<file path="config.mk">
export PLATFORM = sky130hd
export DESIGN_NAME = extIrqFlagUnit
export DESIGN_NICKNAME = d
export VERILOG_FILES = /design/src/rtl/irqFlagPkg.sv /design/src/rtl/irqSenseCtrl.sv /design/src/rtl/irqFlagPath.sv /design/src/rtl/extIrqFlagUnit.sv
export SDC_FILE = /design/constraint.sdc
export NUM_CORES = 1
export LEC_CHECK = 0
export BUFFER_PORTS_ARGS = -buffer_cell sky130_fd_sc_hd__buf_2
export CAP_MARGIN = 20
export CELL_PAD_IN_SITES_DETAIL_PLACEMENT = 1
export CELL_PAD_IN_SITES_GLOBAL_PLACEMENT = 1
export CORE_ASPECT_RATIO = 0.6
export CORE_MARGIN = 2
export CORE_UTILIZATION = 43
export CTS_BUF_LIST = sky130_fd_sc_hd__clkbuf_2
export DETAILED_ROUTE_END_ITERATION = 10
export MAX_ROUTING_LAYER = met4
export PLACE_DENSITY_LB_ADDON = 0.1
export SETUP_SLACK_MARGIN = 0.15
export SLEW_MARGIN = 20
export SYNTH_ARGS = -nofsm -noshare
export SYNTH_HDL_FRONTEND = slang
export SYNTH_SLANG_ARGS = --single-unit
</file>
<file path="constraint.sdc">
create_clock -name clk -period 3.77 [get_ports clk]
set_input_delay 0 -clock clk [delete_from_list [all_inputs] [get_ports clk]]
set_output_delay 0 -clock clk [all_outputs]
set_load 0.005 [all_outputs]
</file>
<file path="src/rtl/irqFlagPkg.sv">
package irqFlagPkg;
  localparam int IRQ_LINES = 8;
  localparam int SENSE_W   = 2;
  localparam int SENSE_BUS = IRQ_LINES * SENSE_W;

  typedef enum logic [SENSE_W-1:0] {
    SENSE_LOW  = 2'b00,
    SENSE_FALL = 2'b01,
    SENSE_RISE = 2'b10,
    SENSE_BOTH = 2'b11
  } senseMode_e;

  typedef struct packed {
    logic [IRQ_LINES-1:0] setHit;
    logic [IRQ_LINES-1:0] hwClr;
    logic                 stsRd;
    logic                 stsWr;
    logic                 enWr;
  } flagStrobe_t;
endpackage

</file>
<file path="src/rtl/irqSenseCtrl.sv">
module irqSenseCtrl
  import irqFlagPkg::*;
#(
  parameter int SYNC_DEPTH = 2
) (
  input  logic                 clk,
  input  logic                 rstN,
  input  logic [IRQ_LINES-1:0] pinIn,
  input  logic [SENSE_BUS-1:0] senseSel,
  input  logic                 busSel,
  input  logic                 busWr,
  input  logic                 busAddr,
  input  logic [IRQ_LINES-1:0] ackPulse,
  output flagStrobe_t          strobe
);
  localparam int LAST = SYNC_DEPTH - 1;

  logic [IRQ_LINES-1:0] syncQ [SYNC_DEPTH];
  logic [IRQ_LINES-1:0] prevQ;
  logic [IRQ_LINES-1:0] pinNow;
  logic [IRQ_LINES-1:0] setHit;
  logic [IRQ_LINES-1:0] hwClr;

  // Pins idle high, so the synchronizer resets to ones to avoid false edges.
  always_ff @(posedge clk) begin
    if (!rstN) begin
      for (int k = 0; k < SYNC_DEPTH; k++) syncQ[k] <= '1;
      prevQ <= '1;
    end else begin
      syncQ[0] <= pinIn;
      for (int k = 1; k < SYNC_DEPTH; k++) syncQ[k] <= syncQ[k-1];
      prevQ <= syncQ[LAST];
    end
  end

  assign pinNow = syncQ[LAST];

  for (genvar i = 0; i < IRQ_LINES; i++) begin : g_line
    senseMode_e mode;
    assign mode = senseMode_e'(senseSel[SENSE_W*i +: SENSE_W]);

    always_comb begin
      unique case (mode)
        SENSE_LOW:  setHit[i] = ~pinNow[i];
        SENSE_FALL: setHit[i] = prevQ[i] & ~pinNow[i];
        SENSE_RISE: setHit[i] = ~prevQ[i] & pinNow[i];
        default:    setHit[i] = prevQ[i] ^ pinNow[i];
      endcase
    end

    // Level lines drop their flag on acknowledge only once the pin is back high.
    assign hwClr[i] = ackPulse[i] & ((mode != SENSE_LOW) | pinNow[i]);
  end

  always_comb begin
    strobe.setHit = setHit;
    strobe.hwClr  = hwClr;
    strobe.stsRd  = busSel & ~busWr &  busAddr;
    strobe.stsWr  = busSel &  busWr &  busAddr;
    strobe.enWr   = busSel &  busWr & ~busAddr;
  end


  level_ack_hold_chk: assert property (@(posedge clk) disable iff (!rstN)
    ((senseSel[1:0] == 2'b00) && !pinNow[0]) |-> !hwClr[0]);
endmodule

</file>
<file path="src/rtl/irqFlagPath.sv">
module irqFlagPath
  import irqFlagPkg::*;
(
  input  logic                 clk,
  input  logic                 rstN,
  input  flagStrobe_t          strobe,
  input  logic                 busAddr,
  input  logic                 rdActive,
  input  logic [IRQ_LINES-1:0] wrData,
  output logic [IRQ_LINES-1:0] rdData,
  output logic [IRQ_LINES-1:0] flagQ,
  output logic [IRQ_LINES-1:0] enQ
);
  logic [IRQ_LINES-1:0] armQ;
  logic [IRQ_LINES-1:0] swClr;
  logic [IRQ_LINES-1:0] flagNext;

  assign swClr    = strobe.stsWr ? (~wrData & armQ) : '0;
  assign flagNext = (flagQ & ~(swClr | strobe.hwClr)) | strobe.setHit;

  always_ff @(posedge clk) begin
    if (!rstN) begin
      flagQ <= '0;
      enQ   <= '0;
      armQ  <= '0;
    end else begin
      flagQ <= flagNext;
      if (strobe.enWr) enQ <= wrData;
      if (strobe.stsWr)      armQ <= '0;
      else if (strobe.stsRd) armQ <= armQ | flagQ;
    end
  end

  assign rdData = !rdActive ? '0 : (busAddr ? flagQ : enQ);


  set_wins_chk: assert property (@(posedge clk) disable iff (!rstN)
    (strobe.setHit != '0) |=> ((flagQ & $past(strobe.setHit)) == $past(strobe.setHit)));


  no_false_set_chk: assert property (@(posedge clk) disable iff (!rstN)
    (strobe.setHit == '0) |=> ((flagQ & ~$past(flagQ)) == '0));


  unarmed_keep_chk: assert property (@(posedge clk) disable iff (!rstN)
    (strobe.stsWr && strobe.hwClr == '0) |=> ((($past(flagQ) & ~$past(armQ)) & ~flagQ) == '0));


  arm_drop_chk: assert property (@(posedge clk) disable iff (!rstN)
    strobe.stsWr |=> (armQ == '0));


  ack_clear_chk: assert property (@(posedge clk) disable iff (!rstN)
    ((strobe.hwClr & ~strobe.setHit) != '0) |=>
      ((flagQ & $past(strobe.hwClr & ~strobe.setHit)) == '0));
endmodule

</file>
<file path="src/rtl/extIrqFlagUnit.sv">
module extIrqFlagUnit
  import irqFlagPkg::*;
#(
  parameter int SYNC_DEPTH = 2
) (
  input  logic        clk,
  input  logic        rstN,
  input  logic [7:0]  pinIn,
  input  logic [15:0] senseSel,
  input  logic        busSel,
  input  logic        busWr,
  input  logic        busAddr,
  input  logic [7:0]  busWrData,
  output logic [7:0]  busRdData,
  input  logic [7:0]  ackPulse,
  output logic [7:0]  irqReq,
  output logic        irqAny
);
  flagStrobe_t          strobe;
  logic [IRQ_LINES-1:0] flagQ;
  logic [IRQ_LINES-1:0] enQ;

  irqSenseCtrl #(.SYNC_DEPTH(SYNC_DEPTH)) u_ctrl (
    .clk      (clk),
    .rstN     (rstN),
    .pinIn    (pinIn),
    .senseSel (senseSel),
    .busSel   (busSel),
    .busWr    (busWr),
    .busAddr  (busAddr),
    .ackPulse (ackPulse),
    .strobe   (strobe)
  );

  irqFlagPath u_path (
    .clk      (clk),
    .rstN     (rstN),
    .strobe   (strobe),
    .busAddr  (busAddr),
    .rdActive (busSel & ~busWr),
    .wrData   (busWrData),
    .rdData   (busRdData),
    .flagQ    (flagQ),
    .enQ      (enQ)
  );

  assign irqReq = flagQ & enQ;
  assign irqAny = |irqReq;


  req_gate_chk: assert property (@(posedge clk) disable iff (!rstN)
    (busSel && !busWr && busAddr && busRdData == '0) |-> !irqAny);
endmodule

</file>
# Yosys cells after proc, flatten, opt, wreduce, memory -nomap -nowiden
# Memory sizes are Yosys's and may differ from the RTL's.
# Cells that the tools add are included.
word_totals:
  inputBits: 45
  regBits: 32
  out_inout_bits: 17
  mem_count: 1
  mem_bits_rw: 16
  wordCells: 128
memory_table:
  columns: ["memory", "depth", "width", "rd", "rd_clocked_by_memory_dff", "wr", "line_no", "text"]
  rows:
  - ["u_ctrl.syncQ", 2, 8, 2, 0, 2, "irqSenseCtrl.sv:18", "logic [IRQ_LINES-1:0] syncQ [SYNC_DEPTH];"]
op_classes:
  n_reduce_logical: 18
  muxes: 15
  n_bitwise: 74
  eq_ne: 16
op_table:
  columns: ["cell", "count"]
  rows:
  - ["two-way mux 8 bit", 5]
  - ["AND 1 bit", 29]
  - ["AND 8 bit", 3]
  - ["bitwise OR 8 bit", 3]
  - ["one-hot mux 1 bit (3 select lines)", 8]
  - ["inverter 1 bit", 19]
  - ["== test 2 x 1 -> 1 bit (second input constant)", 8]
  - ["== test 2 bit (second input constant)", 8]
  - ["logical NOT 2 bit", 8]
  - ["inverter 8 bit", 2]
  - ["nonzero test 2 bit", 8]
  - ["bitwise OR 1 bit", 10]
  - ["OR reduction 8 bit", 1]
  - ["XOR 1 bit", 8]
  - ["two-way mux 1 bit", 2]
  - ["OR reduction 2 bit", 1]

# Longest topological paths before layout
logic_depth:
  word_depth: 7
  depth_mapped: 5
  mapped_depth_nobuf: 5

# Modules after synthesis
# From an unflattened synthesis, not the netlist that was laid out.
hier_totals:
  hier_cells: 234
  hier_area_um2: 2332.2
by_module_without_submodules:
  columns: ["mod", "seq_area_each_um2", "area_per_inst_um2", "n_inst", "cells_per_inst"]
  rows:
  - ["irqSenseCtrl", 480.5, 1192.4, 1, 111]
  - ["irqFlagPath", 480.5, 1059.8, 1, 111]
  - ["extIrqFlagUnit", 0.0, 80.1, 1, 12]

# Worst setup path after synthesis
# Ideal clock, no wire load.
synth_path:
  kind: "register to output"
  from: "register u_path.flagQ[2]"
  to: "output port irqAny"
  slack_ns: 2.329
  n_path_buf: 0
  path_stages_with_launch: 4
  arrival_time_ns: 1.441
  required_ns: 3.770
  path_cell_list: "dfxtp_1 > and2_4 > or4_1 > or4_1"
synth_via:
  elab_chain_len: 2
synth_lines:
  columns: ["element", "line_no", "text"]
  rows:
  - ["start: declaration", "irqFlagPath.sv:11", "output logic [IRQ_LINES-1:0] flagQ,"]
  - ["start signal: assignment", "irqFlagPath.sv:27", "flagQ <= flagNext;"]
  - ["AND 8 bit", "extIrqFlagUnit.sv:47", "assign irqReq = flagQ & enQ;"]
  - ["named net irqReq[2]", "extIrqFlagUnit.sv:16", "output logic [7:0] irqReq,"]
  - ["OR reduction 8 bit", "extIrqFlagUnit.sv:48", "assign irqAny = |irqReq;"]
  - ["end: declaration", "extIrqFlagUnit.sv:17", "output logic irqAny"]
# The timed path passes the listed nets, and every way through them passes these cells.

# Final worst setup path
layout_path:
  from: "register u_path.flagQ[2]"
  to: "output port irqAny"
layout_via:
  elab_chain_len: 2
layout_lines:
  columns: ["element", "line_no"]
  rows:
  - ["AND 8 bit", "extIrqFlagUnit.sv:47"]
  - ["OR reduction 8 bit", "extIrqFlagUnit.sv:48"]
# No other way between the ends.

==> reports/qor.txt <==
synthesized cell area = 2290 µm²
distinct cell type count after synthesis = 22
worst reg2reg endpoint = u_path.flagQ[1]$_SDFF_PN0_
fill count = 643
Rel. slew slack = 33.7%
final setup vio count = 0
PwrDens = 290 nW/µm²
largest net degree at the start of global routing = 58
Die ar. = 5950 µm²
Setup WS pre-CTS = 2.10 ns
Net Count, Synth = 328
Initial Utilization = 44.9%
critical path required time = 3.77 ns
fin nets = 416
Design Area, Final = 2980 µm²
synthesized area per cell = 8.58 µm²
H-Tree Depth = 2
final antenna-violating net count = 0
hold path depth = 2
Clock Path Buffers = 2
CTS tree = yes
Multi-input gate area = 1160 µm²
first-pass GRT wire length = 9690 µm
Crit. End Element = primary output
root buffer cell = clkbuf_2
CP bufs+invs = 1
Die X-Extent = 98.2 µm
Hold Path Class = in2reg
Worst R2R Path Depth = 6
max-cap viol count = 0
non-filler cells, final = 421
boundary pin count = 62
Clk pin slew, worst setup/hold paths = 0.23 ns
Placed Area = 2630 µm²
via-per-instance ratio = 4.78
Remaining Overflow, GRT = 0
GP Congestion = 0.723
Total Wirelength = 5820 µm
arrival time worst endpoint = 2.16 ns
First-pass DRT Iterations = 4
kind of cell adding the most delay to the critical path = simple AND/OR/NAND/NOR gates
kind of critical path = reg2out
Fin Clk Skew = 0.00551 ns
Setup Buffers After CTS = 0
clock tree sinks = 48
post-DP HPWL = 3980 µm
Std-Cell Rows = 20
Largest stage delay, worst path = 0.57 ns
1st-iter DRT viols = 56
Ant. Diodes = 0
share of cells above drive strength 1 = 19.2%
Worst path slowest cell = or4_1
DR vias = 2,012
r2r setup slk = 1.90 ns
Mapped Cells = 267
DRC = 0
Tcrit/Tclk final = 57.3%
Area Growth Syn to Fin = 30.3%
Die H = 60.5 µm
yosys warns = 0
dpl cells = 382
Port Buf Inserts = 61
cts bufs inserted = 5
Final Max Tran Viols = 0
status = completed
Seq/Total Area, Yosys = 41.9%
GR Util All Layers = 21.3%
fin crit period = 2.16 ns
Tot Pwr = 866 µW
Peak Freq = 463 MHz
Seq cells post-synth = 48
Leakage = 0.00153 µW
Core Area = 5100 µm²
crit path cell chain = and2_4 -> or4_1 -> or4_1 -> buf_2
RSZ-0062 raised after global routing = false
Worst Tran Pin Value = 0.994 ns
initial antenna violation count = 0
register area = 961 µm²
cell mode on critical path = or4_1
Worst-Skew Late Latency = 0.39 ns
Final TNS setup = 0 ns
CP Launch Type = flop
hold path start = rstN
vias in the first global route = 2,138
critical-path maximum fanout = 4
Peak VDD IR = 0.000163 V
Hold Path End = u_ctrl.prevQ[4]$_SDFF_PN1_
worst r2r src = u_ctrl.syncQ[0][9]$_SDFF_PN1_
Final WS setup = 1.61 ns
final hold violations = 0
Avg WL per Cell = 13.8 µm
## registers in the layout, indices dropped and copies added (netlist names)
name / cells
u_ctrl.prevQ: 8
u_path.flagQ: 8
u_path.armQ: 8
u_ctrl.syncQ: 16
u_path.enQ: 8
## power breakdown
| part | leakage (µW) | total, µW | switching (µW) | internal (µW) |
|---|---|---|---|---|
| clock | 0.0000239 | 194 | 155 | 38.4 |
| sequential | 0.000393 | 541 | 12.7 | 528 |
| combinational | 0.00112 | 132 | 60.4 | 71.4 |
| total | 0.00153 | 866 | 228 | 638 |
## worst reg2reg max path: stages (launching register included)
cell and delay (ns):
dfxtp_1 0.42, inv_1 0.07, ha_1 0.27, nand2b_1 0.09
a21oi_1 0.07, a311o_1 0.32, dlygate4sd3_1 0.57
## repair_timing
| item | in CTS | in global routing |
|---|---|---|
| endpoints found under the setup margin | 0 | 0 |
| gates resized for setup | 0 | 0 |
| hold buffers | 32 | 0 |
| hold endpoints to repair | 24 | 0 |
## synth_stat cells, drive strengths merged
cell type | number | area (µm²)
and2 | 9 | 58.8
a311o | 8 | 80.1
nand2b | 32 | 200
and3 | 1 | 6.26
or4 | 2 | 15.0
a21oi | 15 | 75.1
nand3b | 2 | 15.0
ha | 16 | 200
mux2i | 16 | 160
buf | 2 | 10.0
a31oi | 1 | 6.26
dfxtp | 48 | 961
nor2b | 8 | 50.1
clkbuf | 10 | 37.5
a311oi | 7 | 61.3
or2 | 1 | 6.26
o21ai | 8 | 40.0
nor2 | 17 | 63.8
nand2 | 31 | 116
inv | 32 | 120
a211oi | 1 | 7.51
## cell families after synthesis
| group | Yosys count | share of synthesized area, % |
|---|---|---|
| AND/OR/NAND/NOR | 103 | 23.2 |
| flip-flops | 48 | 41.9 |
| buffers and inverters | 44 | 7.32 |
| AO/OA/AOI/OAI | 40 | 11.8 |
| multiplexers | 16 | 6.99 |
| adder cells (fa/ha/maj) | 16 | 8.74 |
## worst max path at each step
stage                                     startpoint      to  slack [ns]  cells past startpoint
after detailed placement  u_path.flagQ[2]$_SDFF_PN0_  irqAny        2.10                      4
after global routing      u_path.flagQ[2]$_SDFF_PN0_  irqAny        1.53                      4
after floorplan           u_path.flagQ[2]$_SDFF_PN0_  irqAny        2.33                      3
final                     u_path.flagQ[2]$_SDFF_PN0_  irqAny        1.61                      4
after global placement    u_path.flagQ[2]$_SDFF_PN0_  irqAny        2.14                      4
after CTS                 u_path.flagQ[2]$_SDFF_PN0_  irqAny        1.60                      4
## layout make-up
cell class,count,share of cell area (%)
sequential,48,32.2
tap,66,2.77
clock buffer,5,0.839
clock inverter,2,0.252
multi-input combinational,175,39.0
timing repair buffer,93,21.0
inverter,32,4.03
## cell usage in the layout (no fill, tap or decap)
cell type	count
a211oi_1	1
a21oi_1	15
a311o_1	8
a311oi_1	7
a31oi_1	1
and2_1	8
and2_4	1
and3_1	1
buf_2	61
clkbuf_2	5
clkinv_1	2
dfxtp_1	48
dlygate4sd3_1	32
ha_1	16
inv_1	32
mux2i_1	16
nand2_1	31
nand2b_1	32
nand3b_1	2
nor2_1	17
nor2b_1	8
o21ai_0	8
or2_2	1
or4_1	2
## per-layer routing
layer / routed length [µm] / part of all wire [%] / track usage, %
met4: 19 / 0.33 / 3.33
met5: 0 / 0 / -
met2: 2910 / 50 / 40.0
met1: 2630 / 45 / 25.3
met3: 263 / 4.5 / 3.46
## metrics by stage
step / util (%) / hold WS (ns)
finish: 58.5 / 0.202
global route: 58.5 / 0.216
CTS: 58.5 / 0.189
detailed placement: 51.5 / 0.184
global placement: 51.5 / 0.179
floorplan: - / 0.101
Note: power is estimated with default switching activity, not from simulation.
